===== config.mk =====
export PLATFORM = sky130hd
export DESIGN_NAME = boot_entry_seq
export DESIGN_NICKNAME = d
export VERILOG_FILES = /design/src/rtl/boot_entry_pkg.sv /design/src/rtl/boot_hook_timer.sv /design/src/rtl/boot_reply_match.sv /design/src/rtl/boot_entry_seq.sv
export SDC_FILE = /design/constraint.sdc
export NUM_CORES = 1
export LEC_CHECK = 0
export BUFFER_PORTS_ARGS = -buffer_cell sky130_fd_sc_hd__buf_2
export CORE_ASPECT_RATIO = 2
export CORE_MARGIN = 4
export CORE_UTILIZATION = 46
export DETAILED_ROUTE_END_ITERATION = 16
export PLACE_DENSITY_LB_ADDON = 0.1
export SLEW_MARGIN = 20
export SYNTH_ARGS = -nofsm -noshare
export SYNTH_HDL_FRONTEND = slang
export SYNTH_SLANG_ARGS = --single-unit

===== constraint.sdc =====
create_clock -name clk -period 1.5 [get_ports clk]
set_input_delay 0.3 -clock clk [delete_from_list [all_inputs] [get_ports clk]]
set_output_delay 0.3 -clock clk [all_outputs]
set_load 0.01 [all_outputs]

===== src/rtl/boot_entry_pkg.sv =====
package boot_entry_pkg;

    localparam logic [7:0] HOOK_CHAR = 8'hFC;
    localparam logic [7:0] QUIT_CHAR = 8'h51;

    // Typical time-out at a 50 MHz clock: 1 ms ticks, 100 of them
    localparam int unsigned TYP_PRESC = 49999;
    localparam int unsigned TYP_TICKS = 100;

    typedef enum logic [2:0] {
        SAMPLE_CAUSE,
        OFFER_HOOK,
        LISTEN,
        COMMAND,
        LAUNCH,
        PARKED
    } boot_state_e;

endpackage


===== src/rtl/boot_hook_timer.sv =====
module boot_hook_timer #(
    parameter int DIV_W  = 16,
    parameter int TICK_W = 8
) (
    input  logic              clk,
    input  logic              rst_n,
    input  logic              run,
    input  logic [DIV_W-1:0]  presc,
    input  logic [TICK_W-1:0] limit,
    output logic              expired
);

    logic [DIV_W-1:0]  div_q;
    logic [TICK_W-1:0] tick_q;

    always_ff @(posedge clk or negedge rst_n) begin
        if (!rst_n) begin
            div_q  <= '0;
            tick_q <= '0;
        end else if (!run) begin
            div_q  <= '0;
            tick_q <= '0;
        end else if (div_q == presc) begin
            div_q <= '0;
            if (tick_q != limit)
                tick_q <= tick_q + 1'b1;
        end else begin
            div_q <= div_q + 1'b1;
        end
    end

    assign expired = run && (tick_q == limit);

endmodule


===== src/rtl/boot_reply_match.sv =====
module boot_reply_match (
    input  logic [7:0] rx_data,
    input  logic       rate_locked,
    output logic       accept
);
    import boot_entry_pkg::*;

    logic [7:0] inv;
    logic       alias_hit;

    // Leading ones followed by zeros: the inverse is a low-order run of ones
    always_comb begin
        inv       = ~rx_data;
        alias_hit = ((inv & (inv + 8'd1)) == 8'd0);
        accept    = rate_locked ? (rx_data == HOOK_CHAR) : alias_hit;
    end

endmodule


===== src/rtl/boot_entry_seq.sv =====
module boot_entry_seq #(
    parameter int CAUSE_W = 8,
    parameter int DIV_W   = 16,
    parameter int TICK_W  = 8
) (
    input  logic               clk,
    input  logic               rst_n,
    input  logic [CAUSE_W-1:0] rst_cause,
    input  logic               rate_locked,
    input  logic [DIV_W-1:0]   tick_presc,
    input  logic [TICK_W-1:0]  hook_ticks,
    output logic [7:0]         tx_data,
    output logic               tx_valid,
    input  logic               tx_ready,
    input  logic [7:0]         rx_data,
    input  logic               rx_valid,
    output logic               cmd_mode,
    output logic               start_user
);
    import boot_entry_pkg::*;

    localparam int POR_BIT = 0;

    boot_state_e state_q, state_d;
    logic        reply_ok;
    logic        timed_out;
    logic        listening;

    assign listening = (state_q == LISTEN);

    boot_hook_timer #(
        .DIV_W (DIV_W),
        .TICK_W(TICK_W)
    ) u_timer (
        .clk    (clk),
        .rst_n  (rst_n),
        .run    (listening),
        .presc  (tick_presc),
        .limit  (hook_ticks),
        .expired(timed_out)
    );

    boot_reply_match u_match (
        .rx_data    (rx_data),
        .rate_locked(rate_locked),
        .accept     (reply_ok)
    );

    always_ff @(posedge clk or negedge rst_n) begin
        if (!rst_n)
            state_q <= SAMPLE_CAUSE;
        else
            state_q <= state_d;
    end

    always_comb begin
        state_d = state_q;
        unique case (state_q)
            SAMPLE_CAUSE: state_d = rst_cause[POR_BIT] ? OFFER_HOOK : LAUNCH;
            OFFER_HOOK:   if (tx_ready) state_d = LISTEN;
            LISTEN: begin
                if (rx_valid && reply_ok) state_d = COMMAND;
                else if (timed_out)       state_d = LAUNCH;
            end
            COMMAND:      if (rx_valid && rx_data == QUIT_CHAR) state_d = LAUNCH;
            LAUNCH:       state_d = PARKED;
            PARKED:       state_d = PARKED;
        endcase
    end

    always_comb begin
        tx_valid   = 1'b0;
        tx_data    = 8'h00;
        cmd_mode   = 1'b0;
        start_user = 1'b0;
        unique case (state_q)
            OFFER_HOOK: begin
                tx_valid = 1'b1;
                tx_data  = HOOK_CHAR;
            end
            COMMAND:      cmd_mode   = 1'b1;
            LAUNCH:       start_user = 1'b1;
            SAMPLE_CAUSE, LISTEN, PARKED: ;
        endcase
    end

endmodule


Yosys cells after proc, flatten, opt, wreduce, memory -nomap -nowiden
Cells that the tools add are included.
- memory bits (writable): 0
- bits in registers: 27
- memories: 0
- logic and storage cells: 47
- memory bits (read-only): 0
- output and inout port bits: 11
- bits in latches: 0
- input bits: 45
- multipliers: 0
- $add $sub $neg: 3
- bitwise gates (word level): 2
- equal/unequal tests: 15
- multiplexer cells: 16
- div/mod/pow operators: 0
- reductions and logical operators: 8
- shifts and indexed selects: 0
- magnitude comparators: 0
- operators by type and width (cell ; count):
    $mux W16 ; 2
    $mux W8 ; 4
    $add A16 B1 Y16 const B ; 1
    $add A8 B1 Y8 const B ; 2
    $eq A16 B16 Y1 ; 1
    $mux W3 ; 5
    $pmux W3 S5 ; 1
    $and A8 B8 Y8 ; 1
    $eq A8 B7 Y1 const B ; 1
    $eq A8 B8 Y1 ; 1
    $eq A8 B8 Y1 const B ; 1
    $logic_not A8 Y1 ; 1
    $ne A2 B2 Y1 const B ; 4
    $ne A8 B8 Y1 ; 1
    $not A8 Y8 ; 1
    $eq A3 B2 Y1 const B ; 2
    $eq A3 B3 Y1 const B ; 2
    $mux W1 ; 4
    $eq A3 B1 Y1 const B ; 1
    $logic_and A1 B1 Y1 ; 3
    $logic_not A3 Y1 ; 1
    $ne A3 B3 Y1 const B ; 1
    $reduce_and A3 Y1 ; 1
    $reduce_and A2 Y1 ; 1
    $reduce_or A2 Y1 ; 1

Longest topological paths before layout
Gate-level depths: netlist of run 1.
- depth in word-level cells: 8
- gate-level depth with buffers: 8

Hierarchy
From an unflattened synthesis of run 1, not the netlist that was laid out.
- cell total of the unflattened synthesis: 197
- area total of the unflattened synthesis: 1779.2 um2
- modules (own cells, without submodules) (module ; sequential area each (um2) ; instances ; cells each ; area an instance (um2)):
    boot_hook_timer ; 600.6 ; 1 ; 152 ; 1423.9
    boot_entry_seq ; 75.1 ; 1 ; 36 ; 302.8
    boot_reply_match ; 0.0 ; 1 ; 9 ; 52.6

Worst setup path before layout of run 1
Ideal clock, no wire load.
- kind: flip-flop to flip-flop
- start point: reg u_timer.div_q[7]
- end point: reg u_timer.tick_q[6]
- period minus slack after synthesis: 1.662 ns
- data required time: 1.422 ns
- path buffers: 1
- data arrival time: 1.585 ns
- stages on the path, launching flop included: 7
- path slack: -0.162 ns
- setup time: 0.078 ns
- cells stage by stage: dfrtp_1 xor2_1 nor4_1 nand4_1 buf_6 or3_1 a21oi_1
- word-level cells in the longest chain between the ends: 3
- RTL lines (item ; line ; source):
    start, declared ; boot_hook_timer.sv:13 ; logic [DIV_W-1:0] div_q;
    start signal, assigned ; boot_hook_timer.sv:28 ; div_q <= div_q + 1'b1;
    $eq A16 B16 Y1 ; boot_hook_timer.sv:23 ; end else if (div_q == presc) begin
    $ne A2 B2 Y1 (no line) ; - ;
    $reduce_and A2 Y1 (no line) ; - ;
    end signal, assigned ; boot_hook_timer.sv:26 ; tick_q <= tick_q + 1'b1;
    end, declared ; boot_hook_timer.sv:14 ; logic [TICK_W-1:0] tick_q;
Every way passes these cells.
A chain may end at the register's enable or synchronous reset.

Worst setup path after layout of run 1
- start point: reg u_timer.div_q[14]
- end point: reg u_timer.tick_q[7]
The elaborated chain is that of the path after synthesis.

==> results of run 1 <==
==> final cells by class <==
| cell class | count | area (µm²) | area share (%) |
|---|---|---|---|
| clock buffers | 4 | 45.04 | 1.760 |
| inverters | 5 | 23.77 | 0.9291 |
| multi-input cells | 153 | 1094 | 42.74 |
| flip-flops and latches | 27 | 678.2 | 26.50 |
| well taps | 49 | 61.31 | 2.396 |
| repair buffers | 91 | 656.9 | 25.67 |
==> worst register-to-register path, cell delays in order (launching register included) <==
cell and delay [ps]:
dfrtp_1 410, xor2_1 160, nor4_2 310, nand4_1 160, buf_6 170, or3_1 360, a21oi_1 130
==> power by group through the flow <==
stage | Sequential, W | Combinational, W | Clock, W
after CTS | 0.000806 | 0.000551 | 0.000436
after global routing | 0.000841 | 0.000870 | 0.000455
after floorplan | 0.000823 | 0.000361 | 0
final | 0.000836 | 0.000805 | 0.000417
after detailed placement | 0.000818 | 0.000540 | 0
after global placement | 0.000821 | 0.000531 | 0
==> placed cells by master (no fill, tap or decap), drive strengths merged, types with 6 or more instances in the layout <==
master	count
buf	90
nor2	28
dfrtp	27
xor2	25
xnor2	15
nand2	14
nand3	8
a21oi	8
o21ai	6
==> layer usage <==
layer  GRT usage, %  vias to the layer above  share of wire, %
li1               -                      830                 -
met1          17.40                      781                36
met2          36.17                       37                60
met3          1.896                        4               3.4
met4          8.972                        0              0.73
met5              0                        -                 0
==> path summary, 6_finish.rpt <==
check,endpoint,from,cells after the start
hold reg to reg,u_timer.div_q[0]$_DFF_PN0_,u_timer.div_q[0]$_DFF_PN0_,2
setup / recovery,u_timer.tick_q[7]$_DFFE_PN0P_,u_timer.div_q[14]$_DFF_PN0_,6
hold / removal,u_timer.div_q[2]$_DFF_PN0_,rst_n,1
max in group asynchronous,u_timer.tick_q[2]$_DFFE_PN0P_,rst_n,1
min in group clk,state_q[1]$_DFFE_PN0P_,tx_ready,3
setup reg to reg,u_timer.tick_q[7]$_DFFE_PN0P_,u_timer.div_q[14]$_DFF_PN0_,6
==> per-stage QoR <==
stage | area, µm² | setup WS [ps] | TNS, ps | util, %
after floorplan | 1757 | -121.4 | -987.4 | -
after global placement | 2252 | -312.1 | -4911 | 61.77
after detailed placement | 2252 | -364.9 | -5546 | 61.77
after CTS | 2316 | -278.5 | -3647 | 63.52
after global routing | 2559 | -397.4 | -8323 | 70.18
final | 2559 | -269.8 | -5581 | 70.18
==> kinds of logic after synthesis <==
logic type / count (synthesis) / synth area share [%]
other cells: 1 / 0.2161
xor+xnor: 40 / 20.19
buf+inv: 17 / 5.912
mux: 1 / 0.5768
fa+ha+maj: 2 / 1.442
flops: 27 / 38.93
simple gates: 84 / 24.01
compound gates: 24 / 8.725
==> registers in the layout (all words and copies together) (netlist names) <==
signal	flops
state_q	3
u_timer.div_q	16
u_timer.tick_q	8
==> timing repair <==
action	CTS	global route
buffers inserted	0	7
pin swaps	2	18
endpoints found under the hold margin	0	0
resized for setup	5	37
cloned	0	1
endpoints found under the setup margin	32	35
==> summary.txt, run 1 <==
Endpoints failing setup - 24
Final Slew Violations - 0
Mapped cell area - 1735 µm²
Crit. End Element - flop
Sequential share of power - 40.6%
Hold WS - 36.07 ps
Fin crit share - 118.0%
Die H - 94.86 µm
Switching part of the total power - 31.81%
Via density - 5.021
RSZ-0062 raised after global routing - yes
Clock Latency Late Sink - 270 ps
Synth area leader - dfrtp_1
Net Switching - 0.0006549 W
DP Cell Count - 317
Largest net degree at the start of global routing - 28
Worst stage delay on the critical path - 410 ps
Initial antenna violation count - 0
Die area - 4879 µm²
Clock sinks - 27
Top post-synthesis cells by count - 27 x dfrtp_1, 27 x nor2_1, 25 x xor2_1
Synth Flop Type - dfrtp_1
DP HPWL - 3355 µm
Die extent in x - 51.43 µm
Final net count - 328
Num CTS Buffers - 3
Final WL - 4501 µm
Int Power - 0.001404 W
Initial Util - 47.60%
Worst VDD drop - 972.6 µV
FP Rows - 31
Syn avg cell area - 8.854 µm²
Slew HR - 58.36%
DRC Markers - 0
GPL Wtd Cong - 0.8260
Power density cells - 804.5 nW/µm²
Req. time, crit path - 1700 ps
Post-synth EDFFs - 0
Area Growth Syn to Fin - 47.44%
Critical-path cell list - xor2_1, nor4_2, nand4_1, buf_6, or3_1, a21oi_1
GRT overflow - 0
Global-route wire length before repair - 6844 µm
Max cap viols - 0
Crit path buffers/inverters - 1
Sequential fraction of the synthesis area - 38.93%
Min-Delay Path Class - primary input to asynchronous set/reset pin
Synth Register Bits - 27
Area contributors post-synth - dfrtp_1 39%, xor2_1 13%, xnor2_1 7.6%
Asr flop ratio synth - 100.0%
Antenna diodes - 0
Final Hold Viols - 0
Root buffer cell - clkbuf_8
Crit path DAT - 1970 ps
Clock buffer depth - 2
Post-synth top area share - 38.93%
Share of post-route cells with drive strength above 1 - 43.21%
Warnings from Yosys - 0
CTS Hold Bufs - 0
Fmax achieved - 0.5650 GHz
CTS tree - built
Mapped Cells - 196
Status - finished with violations
Failing checks - negative setup slack
Crit path max-delay family - simple AND/OR/NAND/NOR gates
Port bufs - 46
Yosys cell types - 37
Post-DR wirelength/cell - 13.68 µm
Worst Max-Slew Pin Slew - 624.5 ps
DR vias - 1652
CP Launch Type - flop
Clk network pwr share - 20.3%
Non-filler instance count after layout - 329
Vias in the first global route - 1708
Antenna viol nets, final - 0
H-tree depth - 1
I/O pins - 56
Fin crit period - 1770 ps
Kind of critical path - flop to flop
Reg clk slew, reported paths - 90 ps
Core Region - 3646 µm²
R2R setup slack - -270 ps
First-pass DRT Iterations - 4
Slowest stage cell, crit path - dfrtp_1
Total power - 0.002058 W
LEAKAGE - 1.170 nW
Fillers - 333
Post-route worst setup slack - -269.8 ps
CP Max Fanout - 7
GRT Overall Usage - 18.21%
Detailed Route Iter0 Violations - 31
Clk_skew - 4.469 ps
Gate power share - 39.1%
Note: power is estimated with default switching activity, not from simulation.
==> run 2: changes to the inputs <==
--- a/config.mk
+++ b/config.mk
@@ -6,9 +6,11 @@
 export NUM_CORES = 1
 export LEC_CHECK = 0
 export BUFFER_PORTS_ARGS = -buffer_cell sky130_fd_sc_hd__buf_2
+export CELL_PAD_IN_SITES_DETAIL_PLACEMENT = 0
+export CELL_PAD_IN_SITES_GLOBAL_PLACEMENT = 1
 export CORE_ASPECT_RATIO = 2
 export CORE_MARGIN = 4
-export CORE_UTILIZATION = 46
+export CORE_UTILIZATION = 33
 export DETAILED_ROUTE_END_ITERATION = 16
 export PLACE_DENSITY_LB_ADDON = 0.1
 export SLEW_MARGIN = 20
==> summary.txt, run 2 (synthesized netlist as in run 1, its figures left out) <==
Worst reg2reg path depth - 7 (was 6)
GRT overflow - 0 (unchanged)
FP Rows - 37 (was 31)
CTS tree - built (unchanged)
Clock Latency Late Sink - 270 ps (about the same)
Crit path DAT - 2030 ps (was 1970 ps)
Max reg flops - 16 (unchanged)
Clock sinks - 27 (unchanged)
Final Hold Viols - 0 (unchanged)
CP Max Fanout - 11 (was 7)
Final net count - 336 (was 328)
Endpoints failing setup - 25 (was 24)
Post-DR wirelength/cell - 12.91 µm (was 13.68 µm)
Core Region - 5139 µm² (was 3646 µm²)
Critical-path cell list - xor2_1, nor4_1, buf_4, nand4_1, buf_6, or3_1, a21oi_1 (was xor2_1, nor4_2, nand4_1, buf_6, or3_1, a21oi_1)
Min-Delay Path Class - primary input to asynchronous set/reset pin (unchanged)
CP Launch Type - flop (unchanged)
Initial antenna violation count - 0 (unchanged)
Initial Util - 33.77% (was 47.60%)
DP Worst Slack - -411.6 ps (was -364.9 ps)
Failing checks - negative setup slack (unchanged)
Final WL - 4467 µm (was 4501 µm)
I/O pins - 56 (unchanged)
CTS Hold Bufs - 0 (unchanged)
Area Growth Syn to Fin - 47.30% (was 47.44%)
Reg clk slew, reported paths - 100 ps (was 90 ps)
Die H - 110.6 µm (was 94.86 µm)
Fin crit share - 121.7% (was 118.0%)
Global-route wire length before repair - 7472 µm (was 6844 µm)
Port bufs - 46 (unchanged)
Design area - 2556 µm² (was 2559 µm²)
Antenna diodes - 0 (unchanged)
Vias in the first global route - 1732 (was 1708)
Power density cells - 801.8 nW/µm² (was 804.5 nW/µm²)
First-pass DRT Iterations - 4 (unchanged)
DP HPWL - 3535 µm (was 3355 µm)
Die extent in x - 59.28 µm (was 51.43 µm)
Antenna viol nets, final - 0 (unchanged)
Biggest register - u_timer.div_q (unchanged)
Status - finished with violations (unchanged)
LEAKAGE - 1.196 nW (was 1.170 nW)
Fin crit period - 1825 ps (was 1770 ps)
GPL Wtd Cong - 0.7725 (was 0.8260)
GRT Overall Usage - 14.40% (was 18.21%)
RSZ-0062 raised after global routing - yes (unchanged)
H-tree depth - 1 (unchanged)
Root buffer cell - clkbuf_8 (unchanged)
Slowest stage cell, crit path - dfrtp_1 (unchanged)
Post-route worst setup slack - -325.1 ps (was -269.8 ps)
Req. time, crit path - 1700 ps (about the same)
Largest regs - u_timer.div_q x16, u_timer.tick_q x8, state_q x3 (unchanged)
Share of post-route cells with drive strength above 1 - 41.32% (was 43.21%)
Worst stage delay on the critical path - 400 ps (was 410 ps)
Max cap viols - 0 (unchanged)
Kind of critical path - flop to flop (unchanged)
Total power - 0.002050 W (was 0.002058 W)
Fillers - 554 (was 333)
Worst VDD drop - 591.9 µV (was 972.6 µV)
Num CTS Buffers - 3 (unchanged)
Most frequent cells in the layout - 50 x buf_4, 38 x buf_2, 26 x nor2_1, 26 x dfrtp_1, 25 x xor2_1 (was 39 x buf_2, 39 x buf_4, 25 x xor2_1, 25 x nor2_1, 25 x dfrtp_1)
Clk_skew - 7.573 ps (was 4.469 ps)
Clock buffer depth - 2 (unchanged)
Final Slew Violations - 0 (unchanged)
Via density - 4.775 (was 5.021)
Fmax achieved - 0.5479 GHz (was 0.5650 GHz)
DR vias - 1652 (unchanged)
Largest net degree at the start of global routing - 28 (unchanged)
Die area - 6553 µm² (was 4879 µm²)
DRC Markers - 0 (unchanged)
Commonest non-fill, non-tap cell in the layout - buf_4
Crit. End Element - flop (unchanged)
Placed inst area - 2323 µm² (was 2252 µm²)
Detailed Route Iter0 Violations - 20 (was 31)
## run 2: cell types whose count changed in the layout (fill, tap and decap cells not counted), sizes merged
cell / previous run / this run
buf: 90 / 99
clkbuf: 5 / 4
## run 2: where the power goes
part           leakage (nW)  internal, W  switching [W]
Clock                0.0228     0.000190       0.000226
Sequential            0.369     0.000768      0.0000666
Combinational         0.804     0.000453       0.000345
Total                  1.20      0.00141       0.000638
## run 2: layer usage
layer	wire (µm)	share of wire [%]	global-route usage, %
met5	0	0	0
met2	2667	60	28.12
met3	186	4.2	2.105
met4	34	0.76	4.539
met1	1579	35	14.30
## run 2: metrics by stage
stage	utilization (%)	std cells	hold WS, ps	TNS, ps
final	49.74	346	22.04	-4736
after global routing	49.74	346	28.93	-7732
after CTS	48.26	341	28.08	-6675
after detailed placement	45.22	334	329.3	-7131
after global placement	45.22	334	331.9	-7432
after floorplan	-	197	4.409	-987.4
## run 2: path summary, 6_finish.rpt
path | slack (ps) | to | startpoint
worst min register to register | 570 | u_timer.div_q[0]$_DFF_PN0_ | u_timer.div_q[0]$_DFF_PN0_
min in group clk | 320 | state_q[1]$_DFFE_PN0P_ | tx_ready
max in group asynchronous | 1180 | state_q[0]$_DFFE_PN0P_ | rst_n
worst max register to register | -330 | u_timer.tick_q[7]$_DFFE_PN0P_ | u_timer.div_q[5]$_DFF_PN0_
worst min-delay path | 20 | u_timer.div_q[8]$_DFF_PN0_ | rst_n
worst max-delay path | -330 | u_timer.tick_q[7]$_DFFE_PN0P_ | u_timer.div_q[5]$_DFF_PN0_
## run 2: final cells by class
type                            count  area (µm²)  area share (%)
Inverter                            5       23.77          0.9300
Clock buffer                        4       45.04           1.762
Sequential cell                    27       676.9           26.48
Tap cell                           58       72.57           2.839
Multi-Input combinational cell    153        1031           40.33
Timing Repair Buffer               99       706.9           27.66
## run 2: critical path, delay by kind of cell, from the launching register on
family,cells,cell delay [ps]
AO/OA/AOI/OAI,1,120
XOR/XNOR,1,140
buffers and inverters,2,340
flip-flops,1,400
AND/OR/NAND/NOR,3,750
## run 2: what timing repair did
| item | CTS | global route |
|---|---|---|
| endpoints found under the hold margin | 0 | 0 |
| endpoints found under the setup margin | 33 | 35 |
| setup buffers | 3 | 6 |
| pin swaps | 3 | 6 |
| gates resized for setup | 17 | 8 |
